--- src/rtl/pdh_pkg.sv ---
package pdh_pkg;

  typedef enum logic [1:0] {
    PH_RUN  = 2'd0,
    PH_DOWN = 2'd1,
    PH_WAKE = 2'd2
  } pdh_phase_e;

  // keeper selection for one pin
  function automatic logic keeper_pick(input logic drv, input logic en,
                                       input logic raw, input logic kept);
    if (drv)     return raw;
    else if (en) return kept;
    else         return raw;
  endfunction

  // saturating idle counter step
  function automatic int unsigned idle_step(input int unsigned cnt,
                                            input logic chg,
                                            input int unsigned lim);
    if (chg)            return 0;
    else if (cnt < lim) return cnt + 1;
    else                return lim;
  endfunction

endpackage

--- src/rtl/pdh_keeper.sv ---
module pdh_keeper #(
  parameter int W = 8
) (
  input  logic         clk,
  input  logic         rst_n,
  input  logic [W-1:0] pin_raw,
  input  logic [W-1:0] pin_drv,
  input  logic [W-1:0] keep_en,
  output logic [W-1:0] keep_val
);
  import pdh_pkg::*;

  logic [W-1:0] kept_q;

  for (genvar i = 0; i < W; i++) begin : g_pin
    always_ff @(posedge clk or negedge rst_n) begin
      if (!rst_n)          kept_q[i] <= 1'b0;
      else if (pin_drv[i]) kept_q[i] <= pin_raw[i];
    end
    assign keep_val[i] = keeper_pick(pin_drv[i], keep_en[i], pin_raw[i], kept_q[i]);
  end

endmodule

--- src/rtl/pdh_pd_fsm.sv ---
module pdh_pd_fsm #(
  parameter int RECOV_CYC = 250
) (
  input  logic clk,
  input  logic rst_n,
  input  logic pd_req,
  output logic freeze,
  output logic busy,
  output logic down
);
  import pdh_pkg::*;

  localparam int CW = (RECOV_CYC < 2) ? 1 : $clog2(RECOV_CYC + 1);

  pdh_phase_e phase_q, phase_d;
  logic [CW-1:0] cnt_q, cnt_d;

  always_comb begin
    phase_d = phase_q;
    cnt_d   = cnt_q;
    unique case (phase_q)
      PH_RUN: if (pd_req) phase_d = PH_DOWN;
      PH_DOWN: begin
        if (!pd_req) begin
          phase_d = PH_WAKE;
          cnt_d   = CW'(RECOV_CYC - 1);
        end
      end
      PH_WAKE: begin
        if (pd_req)                 phase_d = PH_DOWN;
        else if (cnt_q == '0)       phase_d = PH_RUN;
        else                        cnt_d   = cnt_q - 1'b1;
      end
      default: phase_d = PH_RUN;
    endcase
  end

  always_ff @(posedge clk or negedge rst_n) begin
    if (!rst_n) begin
      phase_q <= PH_RUN;
      cnt_q   <= '0;
    end else begin
      phase_q <= phase_d;
      cnt_q   <= cnt_d;
    end
  end

  assign down   = (phase_q == PH_DOWN);
  assign busy   = (phase_q == PH_WAKE);
  assign freeze = pd_req || (phase_q != PH_RUN);

endmodule

--- src/rtl/pdh_hold_bank.sv ---
module pdh_hold_bank #(
  parameter int W       = 8,
  parameter bit REG_OUT = 1'b0
) (
  input  logic         clk,
  input  logic         rst_n,
  input  logic         freeze,
  input  logic [W-1:0] live,
  output logic [W-1:0] held
);

  logic [W-1:0] cap_q;

  always_ff @(posedge clk or negedge rst_n) begin
    if (!rst_n)       cap_q <= '0;
    else if (!freeze) cap_q <= live;
  end

  if (REG_OUT) begin : g_reg
    assign held = cap_q;
  end else begin : g_pass
    assign held = freeze ? cap_q : live;
  end

endmodule

--- src/rtl/pdh_activity.sv ---
module pdh_activity #(
  parameter int W        = 8,
  parameter int IDLE_CYC = 64
) (
  input  logic         clk,
  input  logic         rst_n,
  input  logic [W-1:0] keep_val,
  output logic         change,
  output logic         standby
);
  import pdh_pkg::*;

  localparam int CW = (IDLE_CYC < 2) ? 1 : $clog2(IDLE_CYC + 1);

  logic [W-1:0]  prev_q;
  logic [CW-1:0] idle_q;

  assign change = |(keep_val ^ prev_q);

  always_ff @(posedge clk or negedge rst_n) begin
    if (!rst_n) begin
      prev_q <= '0;
      idle_q <= '0;
    end else begin
      prev_q <= keep_val;
      idle_q <= CW'(idle_step(32'(idle_q), change, IDLE_CYC));
    end
  end

  assign standby = (idle_q == CW'(IDLE_CYC)) && !change;

endmodule

--- src/rtl/pdhold_ctrl.sv ---
module pdhold_ctrl #(
  parameter int N_IN      = 8,
  parameter int N_ST      = 8,
  parameter int N_OUT     = 8,
  parameter int RECOV_CYC = 250,
  parameter int IDLE_CYC  = 64
) (
  input  logic             clk,
  input  logic             rst_n,
  input  logic             pd_pin,
  input  logic             pd_feature_en,
  input  logic [N_IN-1:0]  pin_raw,
  input  logic [N_IN-1:0]  pin_drv,
  input  logic [N_IN-1:0]  keep_en,
  input  logic [N_ST-1:0]  st_next,
  input  logic [N_OUT-1:0] out_val,
  input  logic [N_OUT-1:0] out_oe,
  output logic [N_IN-1:0]  pin_eff,
  output logic             pd_as_input,
  output logic [N_ST-1:0]  st_q,
  output logic [N_OUT-1:0] out_hold,
  output logic [N_OUT-1:0] oe_hold,
  output logic             pd_active,
  output logic             busy,
  output logic             standby
);

  logic             pd_req;
  logic             freeze;
  logic             change;
  logic [N_IN-1:0]  keep_val;

  assign pd_req      = pd_pin & pd_feature_en;
  assign pd_as_input = pd_feature_en ? 1'b0 : pd_pin;

  pdh_keeper #(.W(N_IN)) u_keeper (
    .clk(clk), .rst_n(rst_n), .pin_raw(pin_raw), .pin_drv(pin_drv),
    .keep_en(keep_en), .keep_val(keep_val)
  );

  pdh_pd_fsm #(.RECOV_CYC(RECOV_CYC)) u_fsm (
    .clk(clk), .rst_n(rst_n), .pd_req(pd_req),
    .freeze(freeze), .busy(busy), .down(pd_active)
  );

  pdh_hold_bank #(.W(N_IN), .REG_OUT(1'b0)) u_in_bank (
    .clk(clk), .rst_n(rst_n), .freeze(freeze), .live(keep_val), .held(pin_eff)
  );

  pdh_hold_bank #(.W(N_ST), .REG_OUT(1'b1)) u_st_bank (
    .clk(clk), .rst_n(rst_n), .freeze(freeze), .live(st_next), .held(st_q)
  );

  pdh_hold_bank #(.W(N_OUT), .REG_OUT(1'b0)) u_out_bank (
    .clk(clk), .rst_n(rst_n), .freeze(freeze), .live(out_val), .held(out_hold)
  );

  pdh_hold_bank #(.W(N_OUT), .REG_OUT(1'b0)) u_oe_bank (
    .clk(clk), .rst_n(rst_n), .freeze(freeze), .live(out_oe), .held(oe_hold)
  );

  pdh_activity #(.W(N_IN), .IDLE_CYC(IDLE_CYC)) u_act (
    .clk(clk), .rst_n(rst_n), .keep_val(keep_val),
    .change(change), .standby(standby)
  );

endmodule

--- config.mk ---
export PLATFORM = sky130hd
export DESIGN_NAME = pdhold_ctrl
export DESIGN_NICKNAME = d
export VERILOG_FILES = /design/src/rtl/pdh_pkg.sv /design/src/rtl/pdh_keeper.sv /design/src/rtl/pdh_pd_fsm.sv /design/src/rtl/pdh_hold_bank.sv /design/src/rtl/pdh_activity.sv /design/src/rtl/pdhold_ctrl.sv
export SDC_FILE = /design/constraint.sdc
export NUM_CORES = 1
export LEC_CHECK = 0
export CAP_MARGIN = 20
export CORE_MARGIN = 2
export CORE_UTILIZATION = 35
export DETAILED_ROUTE_END_ITERATION = 16
export DONT_BUFFER_PORTS = 1
export HOLD_SLACK_MARGIN = 0.08
export SYNTH_ARGS = -nofsm -noshare
export SYNTH_HDL_FRONTEND = slang
export SYNTH_SLANG_ARGS = --single-unit
--- constraint.sdc ---
create_clock -name clk -period 2.6 [get_ports clk]
set_input_delay 0.65 -clock clk [delete_from_list [all_inputs] [get_ports clk]]
set_output_delay 0.65 -clock clk [all_outputs]
set_load 0.02 [all_outputs]
# After elaboration in Yosys (flattened, before gate mapping)
# Index checks and enable logic that the tools add are counted.
dict set report totals {
  wordCells 70
  ff_bits 65
  inputBits 52
  output_inout_bits 36
}
dict set report op_classes {
  add_sub_neg 2
  eq_ne 8
  magnitude_cmp 1
  mux 31
  n_reduce_logical 10
  bitwise_logic 2
}
# operator count
set ops {}
lappend ops {{$mux W8} 6}
lappend ops {{$mux W1} 17}
lappend ops {{$pmux W8 S2} 1}
lappend ops {{$mux W7} 2}
lappend ops {{$logic_not A8 Y1} 1}
lappend ops {{$mux W2} 4}
lappend ops {{$reduce_or A8 Y1} 1}
lappend ops {{$sub A8 B1 Y8 const B} 1}
lappend ops {{$xor A8 B8 Y8} 1}
lappend ops {{$add A7 B1 Y7 const B} 1}
lappend ops {{$eq A7 B7 Y1 const B} 1}
lappend ops {{$lt A7 B7 Y1 const B} 1}
lappend ops {{$ne A2 B2 Y1 const B} 3}
lappend ops {{$pmux W2 S3} 1}
lappend ops {{$reduce_and A4 Y1} 1}
lappend ops {{$reduce_bool A2 Y1} 2}
lappend ops {{$ne A3 B1 Y1 const B} 1}
lappend ops {{$reduce_and A3 Y1} 1}
lappend ops {{$eq A2 B1 Y1 const B} 1}
lappend ops {{$eq A2 B2 Y1 const B} 1}
lappend ops {{$logic_not A2 Y1} 1}
lappend ops {{$ne A2 B1 Y1 const B} 1}
lappend ops {{$and A1 B1 Y1} 1}
lappend ops {{$logic_and A1 B1 Y1} 1}
lappend ops {{other kinds (2)} 2}

# Depth between registers and ports, before layout
dict set report logic_depth {
  ltp_word 6
  mapped_depth 7
  ltp_nobuf 7
}

# Cells and area by module
# A second synthesis with hierarchy kept.
dict set report unflattened {
  hier_cells 213
  hier_area_um2 2991.6
}
# mod seq_area_each_um2 instances cells_each area_per_inst_um2
set by_module_without_submodules {}
lappend by_module_without_submodules {pdh_hold_bank 200.2 4 17 331.6}
lappend by_module_without_submodules {pdh_activity 375.4 1 54 644.4}
lappend by_module_without_submodules {pdh_pd_fsm 250.2 1 57 574.3}
lappend by_module_without_submodules {pdh_keeper 200.2 1 32 430.4}
lappend by_module_without_submodules {pdhold_ctrl 0.0 1 2 16.3}

# Worst setup path after synthesis
# Ideal clock, no wire load.
dict set report synth_timing {
  kind {input -> output}
  startpoint {in keep_en[2]}
  endpoint {out standby}
  stages 5
  required_ns 1.950
  setup_slack_ns -0.331
  t_arrival_ns 2.281
  n_path_buf 0
  path_cell_list {nor2b_1 -> mux2i_4 -> xnor2_1 -> or4_4 -> nor4_2}
}
dict set report synth_between {
  elab_chain_len 6
}
# item line
set synth_rtl {}
lappend synth_rtl {{start, declared} pdhold_ctrl.sv:14} ;# input logic [N_IN-1:0] keep_en,
lappend synth_rtl {{$mux W1} pdh_pkg.sv:13} ;# else if (en) return kept;
lappend synth_rtl {{$mux W1} pdh_pkg.sv:12} ;# if (drv) return raw;
lappend synth_rtl {{$xor A8 B8 Y8} pdh_activity.sv:18} ;# assign change = |(keep_val ^ prev_q);
lappend synth_rtl {{$reduce_or A8 Y1} pdh_activity.sv:18}
lappend synth_rtl {{$logic_not A1 Y1} pdh_activity.sv:30} ;# assign standby = (idle_q == CW'(IDLE_CYC)) && !change;
lappend synth_rtl {{$logic_and A1 B1 Y1} pdh_activity.sv:30}
lappend synth_rtl {{end, declared} pdhold_ctrl.sv:25} ;# output logic standby
# Every way passes these cells.

# Final worst setup path
dict set report layout_timing {
  startpoint {in keep_en[5]}
  endpoint {out standby}
}
# The elaborated chain is that of the path after synthesis.

==> results.sh <==
export IMPL_status="complete, but fails checks"
export IMPL_violations="negative setup slack"
export IMPL_crit_slowest_cell="or4_4"
export IMPL_rows=33
export IMPL_timing_fmax_mhz=364.1
export IMPL_drtPass1Iterations=4
export IMPL_critical_path_class="input pin to output port"
export IMPL_wire_per_inst_microns=15.22
export IMPL_postSynth_asyncResetShare=1.000
export IMPL_critPathMaxStageDelay_ps=540
export IMPL_insertion_delay_ps=330
export IMPL_p_clk_frac=0.309
export IMPL_synth_ff_type="dfrtp_1"
export IMPL_netlist_area_sq_um=3019
export IMPL_ys_warnings_count=0
export IMPL_grt_antenna_before_repair=0
export IMPL_area_growth_pct=18.19
export IMPL_die_h_microns=96.88
export IMPL_timing_hold_violations_final=0
export IMPL_synth_edf_count=0
export IMPL_fin_crit_ps=2747
export IMPL_synth_area_per_cell_sq_um=12.22
export IMPL_power_density_nw_per_um2=780.3
export IMPL_cts_clk_slew_worst_paths_ps=70
export IMPL_drv_cap=0
export IMPL_post_synth_top_count_cell="dfrtp_1"
export IMPL_fin_util=0.4300
export IMPL_endpoint_kind="output port"
export IMPL_initial_core_util=0.3638
export IMPL_num_io_pins=88
export IMPL_clock_sinks=65
export IMPL_crit_required_ps=1950
export IMPL_instances_no_fill=385
export IMPL_cp_arrival_ps=2100
export IMPL_hpwl_microns=4277
export IMPL_seqPwrFrac=0.469
export IMPL_synth_cell_type_count=41
export IMPL_antenna_left=0
export IMPL_grt_ovfl_total=0
export IMPL_switching_share=0.3134
export IMPL_route_vias_total=1967
export IMPL_port_buffers=0
export IMPL_synth_top_cell_area_share=0.5387
export IMPL_grt_setup_unrepaired="yes"
export IMPL_grt_pass1_wl_microns=9922
export IMPL_coreArea_sq_um=8299
export IMPL_ys_seq_area_frac=0.5387
export IMPL_grt_pass1_vias=2032
export IMPL_ys_top_cells_by_area="dfrtp_1 54%, mux2_2 15%, xor2_1 1.7%, ha_1 1.7%, nand3_1 1.7%"
export IMPL_gp_congestion=0.7895
export IMPL_worst_slack_ps=-146.7
export IMPL_setup_violations_final=1
export IMPL_dieWidth_microns=96.88
export IMPL_cts_made_buffers=9
export IMPL_worstHoldPathType="input pin to asynchronous set/reset pin"
export IMPL_viasPerCell=5.109
export IMPL_crit_family="simple AND/OR/NAND/NOR gates"
export IMPL_dp_cells=366
export IMPL_drtIter0Drc=71
export IMPL_fin_crit_sh=1.056
export IMPL_slew_headroom=0.6883
export IMPL_cts_htree_levels=3
export IMPL_comb_power_share=0.222
export IMPL_drv_slew=0
export IMPL_syn_num_nets=303
export IMPL_postRouteWirelength_microns=5860
export IMPL_tritoncts="built"
export IMPL_p_int_w=0.001912
export IMPL_cts_root_buf="clkbuf_8"
export IMPL_worst_path_buf_inv=1
export IMPL_yosys_area_top_type="dfrtp_1"
export IMPL_synth_seq_cells=65
export IMPL_track_usage=0.1324
export IMPL_worst_pin_slew_ps=466.6
export IMPL_fin_skew_ps=7.149
export IMPL_worstPathMaxFanout=3
export IMPL_switchingPower_w=0.0008727
export IMPL_antenna_cells=0
export IMPL_path_cells="nor2b_4 -> mux2i_2 -> o21ai_1 -> or4_4 -> nor4_4 -> buf_4"
export IMPL_drc_errors=0
export IMPL_ir_worst_vdd_mv=0.4175
export IMPL_fin_nets=331
export IMPL_p_leak_nw=1.480
export IMPL_clockBufferDepth=2
export IMPL_synthCells=247
export IMPL_start_kind="input pin"
export IMPL_ys_top_cells_by_count="65 x dfrtp_1, 40 x mux2_2, 13 x inv_1"
export IMPL_dieArea_sq_um=9385
export IMPL_drive_above_1_share=0.3286
export IMPL_grt_max_degree=66
worst reg2reg max path, delay by kind of cell (launching register included):
kind | cells | cell delay [ps]
compound gates | 1 | 350
xor+xnor | 1 | 140
fa+ha+maj | 1 | 200
buf+inv | 1 | 120
flops | 1 | 400
simple gates | 3 | 660
flip-flops by register name (all words and copies together) (netlist names):
signal / count
u_fsm.cnt_q: 8
u_out_bank.cap_q: 8
u_act.prev_q: 8
u_st_bank.held: 8
u_fsm.phase_q: 2
u_oe_bank.cap_q: 8
u_keeper.kept_q: 8
u_act.idle_q: 7
u_in_bank.cap_q: 8
metal layers:
| layer | global-route usage | up-vias | share of wire |
|---|---|---|---|
| li1 | - | 946 | - |
| met1 | 0.1715 | 946 | 0.44 |
| met2 | 0.2035 | 66 | 0.48 |
| met3 | 0.05058 | 9 | 0.068 |
| met4 | 0.04550 | 0 | 0.015 |
| met5 | 0 | - | 0 |
final timing paths:
check                                                 end  slack, ps  cells after the start                    startpoint
min in group clk           u_keeper.kept_q[3]$_DFFE_PN0P_        410                      1                    pin_drv[3]
max in group asynchronous   u_out_bank.cap_q[1]$_DFF_PN0_       2150                      1                         rst_n
hold reg to reg              u_fsm.phase_q[0]$_DFFE_PN0P_        500                      1  u_fsm.phase_q[0]$_DFFE_PN0P_
setup / recovery                                  standby       -150                      6                    keep_en[5]
setup reg to reg               u_fsm.cnt_q[3]$_DFFE_PN0P_        620                      7    u_fsm.cnt_q[0]$_DFFE_PN0P_
hold / removal                  u_act.prev_q[5]$_DFF_PN0_        180                      1                         rst_n
repair_timing:
item                                   CTS  global route
setup endpoints to repair                1             1
hold buffers                             1             0
pin swaps                                3             0
cloned                                   0             0
buffers inserted                         2             0
endpoints found under the hold margin   65             0
resized for setup                        4             1
cells in the final DEF (no fill, tap or decap), types with 3 or more instances in the layout:
| cell type | count |
|---|---|
| a21oi_1 | 5 |
| nor3_1 | 8 |
| nand2_1 | 11 |
| buf_4 | 19 |
| clkbuf_8 | 10 |
| nor2b_1 | 3 |
| dfrtp_1 | 65 |
| nor2_1 | 7 |
| nor2b_4 | 4 |
| ha_1 | 4 |
| xnor2_1 | 3 |
| nor4_1 | 5 |
| or4bb_1 | 3 |
| inv_1 | 13 |
| nand3_1 | 10 |
| o211ai_1 | 3 |
| xor2_1 | 6 |
| or3_1 | 3 |
| clkinvlp_4 | 3 |
| mux2_2 | 40 |
| o21ai_0 | 9 |
| nand2b_1 | 7 |
| or4_1 | 3 |
per-stage QoR:
stage	worst slack (ps)	TNS (ps)	power, W	instance area [sq um]	hold WS [ps]
after detailed placement	-183.2	-183.2	0.001921	3302	355.8
after CTS	-114.7	-114.7	0.002841	3565	178.2
after global routing	-234.6	-234.6	0.002963	3568	176.9
after floorplan	-71.36	-71.36	0.001768	3035	354.4
final	-146.7	-146.7	0.002784	3568	178.6
after global placement	-170.0	-170.0	0.001905	3302	356.3
cells by family (layout without fill, tap and decap cells):
logic type | Yosys count | after routing | share of synthesized area
AO/OA/AOI/OAI | 28 | 28 | 0.06216
XOR/XNOR | 10 | 10 | 0.02901
adder cells (fa/ha/maj) | 4 | 4 | 0.01658
buffers and inverters | 17 | 50 | 0.02279
flip-flops | 65 | 65 | 0.5387
multiplexers | 44 | 44 | 0.1666
AND/OR/NAND/NOR | 79 | 79 | 0.1641
power by group through the flow:
stage	Clock [W]	Sequential, W	Combinational (W)
6_report	0.000861	0.00131	0.000617
5_1_grt	0.000959	0.00133	0.000674
4_1_cts	0.000904	0.00131	0.000631
3_5_place_dp	0	0.00132	0.000597
3_3_place_gp	0	0.00132	0.000585
2_1_floorplan	0	0.00130	0.000471
area by class of cell:
class	count	area, sq um
clock buffers	10	137.6
clock inverters	6	66.31
fillers	767	4731
inverters	13	48.80
multi-input cells	165	1368
flip-flops and latches	65	1627
well taps	105	131.4
repair buffers	21	190.2
Note: power is estimated with default switching activity, not from simulation.
